<file path="src/rtl/opt_link_master.sv">
module opt_link_master #(
  parameter int CLK_MHZ    = 24,
  parameter int SETUP_NS   = 1500,
  parameter int LOW_NS     = 21000,
  parameter int HIGH_NS    = 40000,
  parameter int RDY_MIN_US = 1300,
  parameter int RDY_MAX_US = 3000,
  parameter int GAP_US     = 3000
) (
  input  logic       clk,
  input  logic       rst_n,
  input  logic       start,
  input  logic [7:0] cmd,
  output logic       busy,
  output logic       done,
  output logic       timeout,
  output logic [7:0] reply,
  output logic       sd_oe,
  input  logic       sd_in,
  output logic       sclk_n,
  input  logic       rdy_n
);

  localparam int SU_R   = CLK_MHZ * SETUP_NS / 1000;
  localparam int LO_R   = CLK_MHZ * LOW_NS / 1000;
  localparam int HI_R   = CLK_MHZ * HIGH_NS / 1000;
  localparam int SU_C   = SU_R > 0 ? SU_R : 1;
  localparam int LO_C   = LO_R > 0 ? LO_R : 1;
  localparam int HI_C   = HI_R > 0 ? HI_R : 1;
  localparam int RMIN_C = CLK_MHZ * RDY_MIN_US;
  localparam int RMAX_C = CLK_MHZ * RDY_MAX_US;
  localparam int GAP_C  = CLK_MHZ * GAP_US;
  localparam int BIG_A  = RMAX_C > GAP_C ? RMAX_C : GAP_C;
  localparam int BIG    = BIG_A > HI_C ? BIG_A : HI_C;
  localparam int CW     = $clog2(BIG + 1) + 1;

  typedef enum logic [3:0] {
    S_IDLE, S_TSU, S_TLO, S_THI, S_WAIT, S_RSU, S_RLO, S_RHI, S_GAP
  } st_t;

  st_t           st;
  logic [CW-1:0] cnt;
  logic [2:0]    bitn;
  logic [7:0]    sh;
  logic [1:0]    rdy_s, sd_s;

  assign busy   = st != S_IDLE;
  assign sclk_n = !(st == S_TLO || st == S_RLO);
  assign sd_oe  = (st == S_TSU || st == S_TLO || st == S_THI) && !sh[7];

  always_ff @(posedge clk or negedge rst_n) begin
    if (!rst_n) begin
      rdy_s <= 2'b11;
      sd_s  <= 2'b11;
    end else begin
      rdy_s <= {rdy_s[0], rdy_n};
      sd_s  <= {sd_s[0], sd_in};
    end
  end

  always_ff @(posedge clk or negedge rst_n) begin
    if (!rst_n) begin
      st      <= S_IDLE;
      cnt     <= '0;
      bitn    <= '0;
      sh      <= 8'hFF;
      done    <= 1'b0;
      timeout <= 1'b0;
      reply   <= '0;
    end else begin
      done <= 1'b0;
      unique case (st)
        S_IDLE: if (start) begin
          sh      <= cmd;
          bitn    <= 3'd7;
          cnt     <= CW'(SU_C - 1);
          timeout <= 1'b0;
          st      <= S_TSU;
        end
        S_TSU: if (cnt == '0) begin cnt <= CW'(LO_C - 1); st <= S_TLO; end
               else cnt <= cnt - 1'b1;
        S_TLO: if (cnt == '0) begin cnt <= CW'(HI_C - 1); st <= S_THI; end
               else cnt <= cnt - 1'b1;
        S_THI: if (cnt != '0) cnt <= cnt - 1'b1;
               else if (bitn == '0) begin sh <= 8'hFF; cnt <= '0; st <= S_WAIT; end
               else begin
                 sh   <= {sh[6:0], 1'b1};
                 bitn <= bitn - 1'b1;
                 cnt  <= CW'(SU_C - 1);
                 st   <= S_TSU;
               end
        S_WAIT: if (!rdy_s[1] && cnt >= CW'(RMIN_C)) begin
                  bitn <= 3'd7;
                  cnt  <= CW'(SU_C - 1);
                  st   <= S_RSU;
                end else if (cnt == CW'(RMAX_C - 1)) begin
                  timeout <= 1'b1;
                  done    <= 1'b1;
                  cnt     <= CW'(GAP_C - 1);
                  st      <= S_GAP;
                end else cnt <= cnt + 1'b1;
        S_RSU: if (cnt == '0) begin cnt <= CW'(LO_C - 1); st <= S_RLO; end
               else cnt <= cnt - 1'b1;
        S_RLO: if (cnt == '0) begin
                 reply <= {reply[6:0], sd_s[1]};
                 cnt   <= CW'(HI_C - 1);
                 st    <= S_RHI;
               end else cnt <= cnt - 1'b1;
        S_RHI: if (cnt != '0) cnt <= cnt - 1'b1;
               else if (bitn == '0) begin
                 done <= 1'b1;
                 cnt  <= CW'(GAP_C - 1);
                 st   <= S_GAP;
               end else begin
                 bitn <= bitn - 1'b1;
                 cnt  <= CW'(SU_C - 1);
                 st   <= S_RSU;
               end
        S_GAP: if (cnt == '0) st <= S_IDLE;
               else cnt <= cnt - 1'b1;
        default: st <= S_IDLE;
      endcase
    end
  end

  AST_DATA_HELD_LOW_CLK: assert property (@(posedge clk) disable iff (!rst_n)
    (!sclk_n && $past(!sclk_n)) |-> $stable(sd_oe));
  AST_RELEASED_AT_DONE: assert property (@(posedge clk) disable iff (!rst_n)
    done |-> (!sd_oe && sclk_n));
  AST_NO_CLK_IN_WAIT: assert property (@(posedge clk) disable iff (!rst_n)
    (st == S_WAIT) |=> ($past(sclk_n) && !sd_oe));
  AST_DONE_SINGLE: assert property (@(posedge clk) disable iff (!rst_n)
    done |=> !done);
  AST_BUSY_AFTER_DONE: assert property (@(posedge clk) disable iff (!rst_n)
    done |-> busy);
  AST_START_WHILE_BUSY: assert property (@(posedge clk) disable iff (!rst_n)
    (busy && start && !done && st != S_GAP) |=> busy);

endmodule

</file>
<file path="config.mk">
export PLATFORM = sky130hd
export DESIGN_NAME = opt_link_master
export DESIGN_NICKNAME = d
export VERILOG_FILES = /design/src/rtl/opt_link_master.sv
export SDC_FILE = /design/constraint.sdc
export NUM_CORES = 1
export LEC_CHECK = 0
export BUFFER_PORTS_ARGS = -buffer_cell sky130_fd_sc_hd__buf_4
export CORE_ASPECT_RATIO = 0.6
export CORE_MARGIN = 5
export CORE_UTILIZATION = 50
export CTS_BUF_LIST = sky130_fd_sc_hd__clkbuf_4 sky130_fd_sc_hd__clkbuf_8 sky130_fd_sc_hd__clkbuf_16
export DETAILED_ROUTE_END_ITERATION = 10
export PLACE_DENSITY = 0.68
export SLEW_MARGIN = 40
export SYNTH_ARGS = -nofsm -noshare
export SYNTH_HDL_FRONTEND = slang
export SYNTH_SLANG_ARGS = --single-unit
</file>
<file path="constraint.sdc">
create_clock -name clk -period 2.55 [get_ports clk]
set_input_delay 0.51 -clock clk [delete_from_list [all_inputs] [get_ports clk]]
set_output_delay 0.51 -clock clk [all_outputs]
set_load 0.01 [all_outputs]
</file>
# Word level (Yosys, flattened, before mapping)
# Index checks and enable logic that the tools add are counted.
# Widths: inputs -> output; s select.
# classes
n_addsub	3
order_cmp	1
n_eq_ne	24
muxes	42
n_reduce_logical	26
# op_table
operator	count
$mux 18	8
$pmux 18 s7	1
$mux 4	11
$pmux 4 s9	1
$mux 8	3
$ne 2x2->1 const B	11
$add 18x1->18 const B	1
$eq 18x17->1 const B	1
$ge 18x15->1 const B	1
$logic_not 18->1	1
$reduce_bool 18->1	1
$sub 18x1->18 const B	1
$mux 17	1
$eq 4x3->1 const B	4
$pmux 8 s2	1
$mux 3	5
$pmux 3 s3	1
$reduce_and 9->1	1
$eq 4x2->1 const B	2
$mux 1	7
$reduce_bool 7->1	1
$mux 6	1
$ne 2x1->1 const B	3
$reduce_and 3->1	2
17 further kinds	26
# word_totals
reg_bits	47
input_bits	13
output_inout_bits	13
word_cells	105

# Logic depth before layout (Yosys ltp)
# Gate-level depths: netlist (run 1).
# logic_depth
ltp_word	4
depth_mapped	9
mapped_depth_nobuf	8

# Least setup slack after synthesis (run 1)
# No wires, ideal clock.
# synth_path
path_type	register to register
from	register cnt[0]
to	register cnt[12]
setup_ns	0.122
t_arrival_ns	2.130
path_slack_ns	0.298
stages_incl_launch_ff	9
path_buffers	0
period_less_slack_ns	2.252
cell_sequence	dfrtp_1 > inv_1 > ha_1 > or4b_4 > nor3_1 > nand2_1 > a21oi_1 > o21ai_0 > o2bb2ai_1
# synth_between
elab_chain_len	4
word_cells_on_any_way	17
cone_classes	2 x add/sub; 1 x order compare; 2 x eq/ne; 8 x mux; 4 x reduce/logical
# synth_rtl
item	line	rtl
start, declared	42	logic [CW-1:0] cnt;
start signal, assigned	76	cnt <= CW'(SU_C - 1);
start signal, assigned	81	else cnt <= cnt - 1'b1;
start signal, assigned	83	else cnt <= cnt - 1'b1;
$add 18x1->18, or another cell as far along	101	end else cnt <= cnt + 1'b1;
$mux 18 / $logic_and 1x1->1 (equally long branches)	96, 92	
$mux 18	92	S_WAIT: if (!rdy_s[1] && cnt >= CW'(RMIN_C)) begin
$pmux 18 s7	72	unique case (st)
# Several ways; a longest one is shown, not always the timed one. The select of a mux whose other input is x is not followed.
# A chain may end at the register's enable or synchronous reset.

# Worst setup path after layout (run 1)
# layout_path
from	register cnt[7]
to	register st[1]
# layout_between
elab_chain_len	4
word_cells_on_any_way	16
cone_classes	1 x order compare; 9 x eq/ne; 2 x mux; 4 x reduce/logical
# layout_rtl
item	line	rtl
$ge 18x15->1	92	
$logic_and 1x1->1	92	
$ne 3x3->1 (no line) / $mux 4 (equally long branches)	n/a	
$reduce_and 9->1 (no line) / $pmux 4 s9 (equally long branches)	n/a	
end signal, assigned	90	st <= S_TSU;
end signal, assigned	95	st <= S_RSU;
end signal, assigned	100	st <= S_GAP;
end, declared	41	st_t st;
# Several ways; a longest one is shown, not always the timed one.

==> results_dict.tcl, run 1 <==
set metrics [dict create \
    grt_usage 0.2666 \
    insertion_delay_ps 320 \
    cp-start-kind "flop" \
    end_kind "flop" \
    grt_max_degree 48 \
    netlist_area_um2 3286 \
    tns_ps 0 \
    p_sw_mw 2.019 \
    ant_nets 0 \
    ir_drop_mv 0.5471 \
    final_common_cell "buf_4" \
    rsz0062_at_grt "false" \
    seq_power_share 0.285 \
    synth_nets 399 \
    post-cts-setup-buffers 0 \
    async_flop_share 1.000 \
    final_cell_count_no_fill 528 \
    die_x_um 114.7 \
    relSlewSlack 0.5258 \
    synth_cell_type_count 71 \
    vias 3371 \
    start_util 0.5258 \
    powerDensity_nw_per_um2 1105 \
    wire_per_inst_um 20.44 \
    grt_pass1_wl_um 17290 \
    worstPathArrival_ps 2610 \
    leakagePower_nw 1.709 \
    slew_viol_final 0 \
    post-route-util 0.6440 \
    ios 26 \
    drcViolationCount 0 \
    wl_um 10790 \
    fillers 522 \
    via_per_inst 6.384 \
    drv_cap 0 \
    die_y_um 72.79 \
    worst-setup-path-type "flop to flop" \
    setup_viol 0 \
    syn_inst 382 \
    dieArea_um2 8345 \
    pre_cts_slack_ps 6.078 \
    mostFrequentLayoutCells "78 x buf_4, 35 x dfrtp_1, 34 x o21ai_0" \
    yosysSeqAreaShare 0.3625 \
    drt_iter0_drc 372 \
    antenna_found_initial 0 \
    gp_congestion 1.019 \
    fmax_mhz 413.0 \
    fin_skew_ps 5.914 \
    finalHoldViolCount 0 \
    layout.nets 460 \
    synthFlopType "dfrtp_1" \
    cts.clk_slew.worst_paths_ps 90 \
    dp_cells 520 \
    clk_path_buf_depth 2 \
    root_buffer "clkbuf_8" \
    synth-edff-count 0 \
    crit_required_ps 2740 \
    p_clk_frac 0.152 \
    diodes 0 \
    status "finished clean" \
    drtPass1Iterations 5 \
    worst_slew_pin_slew_ps 703.9 \
    cts_tree "done" \
    cts_hold_buffers 0 \
    power.total_mw 4.447 \
    hold_class "input pin to asynchronous set/reset pin" \
    layout_min_cycle_time_ps 2421 \
    grt_pass1_vias 3188 \
    core_area_um2 6248 \
    h-tree-depth 2 \
    synth_seq_cells 47 \
    gr-total-overflow 0 \
    finalCritPeriodShare 0.9495 \
    setup_slack_ps 128.9 \
    port_buffers 25 \
    cts_buffers 5 \
    yosysWarnings 0 \
    num_rows 22 \
    final_layout_size_suffix_gt1_frac 0.3041 \
    syn_area_per_cell_um2 8.601 \
    syn2layout_area_growth_pct 22.47 \
    pwr-share-comb 0.562 \
    p_sw_frac 0.4541 \
    intPower_mw 2.428 \
    clock_sinks 47 \
    critPathMaxFanout 6 \
    dp_hpwl_um 8216 \
]
==> worst max-delay path: stages (launching register included) <==
cell and delay (ps):
dfrtp_1 490, or4_1 550, nor4_2 180, buf_4 170
and2b_1 240, buf_4 170, o221ai_2 190, o21ai_0 210
o31ai_1 100
==> layout make-up <==
type | count | area, um^2 | share of cell area
clock buffers | 5 | 68.82 | 0.01710
clock inverters | 3 | 67.56 | 0.01679
multi-input cells | 299 | 1944 | 0.4832
well taps | 84 | 105.1 | 0.02612
inverters | 11 | 41.29 | 0.01026
repair buffers | 79 | 605.6 | 0.1505
flip-flops and latches | 47 | 1191 | 0.2960
==> synth_stat cells (all sizes together), types with 3 or more instances <==
| cell type | n | area [um^2] |
|---|---|---|
| a211oi | 6 | 45.04 |
| a21o | 3 | 22.52 |
| a21oi | 26 | 145.2 |
| a221oi | 3 | 32.53 |
| a31oi | 6 | 37.54 |
| and2 | 4 | 25.03 |
| and3 | 3 | 18.77 |
| buf | 12 | 77.57 |
| clkbuf | 13 | 48.80 |
| dfrtp | 35 | 875.8 |
| dfstp | 12 | 315.3 |
| ha | 4 | 50.05 |
| inv | 11 | 41.29 |
| mux2 | 8 | 90.09 |
| mux2i | 3 | 30.03 |
| nand2 | 36 | 140.1 |
| nand2b | 4 | 25.02 |
| nand3 | 13 | 75.07 |
| nand3b | 4 | 30.03 |
| nand4 | 6 | 37.54 |
| nor2 | 31 | 118.9 |
| nor3 | 18 | 101.4 |
| nor4 | 9 | 83.83 |
| o211ai | 4 | 30.03 |
| o21ai | 39 | 198.9 |
| o22ai | 3 | 18.77 |
| o31ai | 4 | 30.03 |
| o32a | 3 | 30.03 |
| or3 | 9 | 61.31 |
| or4 | 4 | 33.78 |
| xnor2 | 10 | 87.58 |
| xor2 | 4 | 35.03 |
==> sequential cells by signal, indices dropped and copies added, names as in the netlist <==
name / cells
sh: 8
timeout: 1
done: 1
sd_s: 2
st: 4
cnt: 18
rdy_s: 2
reply: 8
bitn: 3
==> through the flow <==
stage / cell area (um^2) / hold WS, ps
6_report: 4024 / 197.2
5_1_grt: 4024 / 241.8
4_1_cts: 4010 / 213.7
3_5_place_dp: 3870 / 346.8
3_3_place_gp: 3870 / 346.1
2_1_floorplan: 3286 / 214.4
==> path summary, 6_finish.rpt <==
check	start	endpoint	slack [ps]	depth (start not counted)
max	cnt[7]	st[1]	130	8
min	rst_n	cnt[3]	200	1
max reg2reg	cnt[7]	st[1]	130	8
min reg2reg	sd_s[0]	sd_s[1]	360	0
max in group asynchronous	rst_n	cnt[17]	1960	1
min in group clk	sd_in	sd_s[0]	290	1
==> timing repair <==
action / CTS / global route
gates cloned: 0 / 0
pin swaps: 0 / 0
setup endpoints to repair: 1 / 7
resized for setup: 1 / 3
==> cells by family after synthesis <==
family | synth area share
xor+xnor | 0.03732
compound gates | 0.2369
buf+inv | 0.05103
fa+ha+maj | 0.01523
simple gates | 0.2605
mux | 0.03656
flops | 0.3625
==> layer usage <==
metal  up-vias  part of all wire  GRT usage
met5         -                 0          0
met4         0            0.0079    0.05270
met3        14              0.12    0.08948
met2       186              0.38     0.3378
met1      1628              0.50     0.4252
li1       1543                 -          -
==> power groups by stage <==
stage / Clock [mW] / Combinational, mW / Sequential, mW
CTS: 0.677 / 2.40 / 1.26
detailed placement: 0 / 2.38 / 1.27
global route: 0.710 / 2.67 / 1.30
floorplan: 0 / 1.59 / 1.16
global placement: 0 / 2.35 / 1.26
finish: 0.677 / 2.50 / 1.27
No activity file was read; power rests on OpenSTA's default activity.
==> run 2, diff against run 1 <==
- SETUP_SLACK_MARGIN: unset -> 0.15
==> run 2 against run 1 <==
Critical path depth fell by 1; power rose by 1.5%; first-iteration DRC count rose by 2.2%; wire length fell by 0.39%; fmax rose by 3.7%; via count rose by 0.27%; largest cell class unchanged.
==> results_dict.tcl, run 2 (synthesis results as in run 1) <==
set metrics [dict create \
    path_buf_inv 1 \
    path_cells "or2_2 -> or2_2 -> a21o_1 -> nor2_1 -> buf_4 -> nand2_1 -> o211ai_1" \
    core_area_um2 6248 \
    finalCritPeriodShare 0.9158 \
    post_dp_cell_area_um2 3870 \
    root_buffer "clkbuf_8" \
    post-cts-setup-buffers 0 \
    finalHoldViolCount 0 \
    vias 3380 \
    setup_viol 0 \
    dieArea_um2 8345 \
    critPathMaxFanout 7 \
    wire_per_inst_um 20.36 \
    cts_buffers 5 \
    tns_ps 0 \
    ant_nets 0 \
    cp_common_cell "or2_2" \
    clock_sinks 47 \
    fmax_mhz 428.2 \
    die_y_um 72.79 \
    antenna_found_initial 0 \
    slowest_delay_ps 530 \
    cts_tree "done" \
    drv_cap 0 \
    powerDensity_nw_per_um2 1109 \
    rsz0062_at_grt "true" \
    diodes 0 \
    leakagePower_nw 1.727 \
    gp_congestion 1.019 \
    clk_path_buf_depth 2 \
    cp_top_family "simple AND/OR/NAND/NOR gates" \
    h-tree-depth 2 \
    drt_iter0_drc 380 \
    final_layout_size_suffix_gt1_frac 0.3198 \
    crit_required_ps 2780 \
    final_common_cell "buf_4" \
    top_regs "cnt: 18 flops, reply: 8 flops, sh: 8 flops" \
    worstPathArrival_ps 2570 \
    grt_pass1_wl_um 17350 \
    post_cts_resized 4 \
    layout.nets 460 \
    insertion_delay_ps 320 \
    num_rows 22 \
    grt_pass1_vias 3175 \
    layout_min_cycle_time_ps 2335 \
    largest_register_ffs 18 \
    worst_slew_pin_slew_ps 691.5 \
    worst_path_max_delay_cell "nor2_1" \
    reg2reg_depth 7 \
    path_depth 7 \
    top_register "cnt" \
    slew_viol_final 0 \
    drcViolationCount 0 \
    worst-setup-path-type "flop to flop" \
    mostFrequentLayoutCells "78 x buf_4, 33 x nand2_1, 33 x dfrtp_1" \
    end_kind "flop" \
    ios 26 \
    cts.clk_slew.worst_paths_ps 90 \
    status "finished clean" \
    postLayoutCellArea_um2 4070 \
    grt_max_degree 48 \
    syn2layout_area_growth_pct 23.88 \
    wl_um 10750 \
    gr-total-overflow 0 \
    start_util 0.5258 \
    hold_class "input pin to asynchronous set/reset pin" \
    drtPass1Iterations 5 \
    relSlewSlack 0.5373 \
    cts_hold_buffers 0 \
    ir_drop_mv 0.5554 \
    cp-start-kind "flop" \
    via_per_inst 6.402 \
    port_buffers 25 \
    grt_usage 0.2677 \
    fin_skew_ps 7.759 \
    dp_hpwl_um 8216 \
    die_x_um 114.7 \
]
[run 2: cell counts in the layout (fill, tap and decap cells not counted)]
No cell type changed its count.
[run 2: power breakdown]
group / internal [mW] / total (mW) / leakage, nW / switching, mW
clock: 0.391 / 0.677 / 0.0644 / 0.286
sequential: 1.02 / 1.27 / 0.568 / 0.250
combinational: 1.03 / 2.57 / 1.09 / 1.53
[run 2: final cells by class]
cell class / instances / area (um^2)
tap: 84 / 105.1
timing repair buffer: 79 / 605.6
clock buffer: 5 / 68.82
inverter: 11 / 41.29
clock inverter: 3 / 67.56
fill: 523 / 2178
sequential: 47 / 1194
multi-input combinational: 299 / 1988
[run 2: per-layer routing]
layer	track usage	vias up	wire length (um)	share of wire
met2	0.3411	199	4044	0.38
li1	-	1549	-	-
met1	0.4303	1616	5274	0.49
met5	0	-	0	0
met3	0.08368	16	1317	0.12
met4	0.05007	0	114	0.011
[run 2: through the flow]
stage,cells,hold slack [ps],worst slack (ps),power (mW),utilization
3_5_place_dp,520,346.8,6.078,3.647,0.6193
5_1_grt,528,241.5,77.35,4.753,0.6514
4_1_cts,528,213.7,177.9,4.354,0.6444
6_report,528,194.1,214.7,4.515,0.6514
3_3_place_gp,520,346.1,104.0,3.608,0.6193
2_1_floorplan,382,214.4,297.7,2.749,-
[run 2: worst paths after layout]
| path | endpoint | start | slack (ps) |
|---|---|---|---|
| min | cnt[3] | rst_n | 190 |
| max | cnt[7] | st[1] | 210 |
| max in group asynchronous | cnt[7] | rst_n | 1920 |
| min in group clk | rdy_s[0] | rdy_n | 290 |
| max reg2reg | cnt[7] | st[1] | 210 |
| min reg2reg | sd_s[1] | sd_s[0] | 360 |
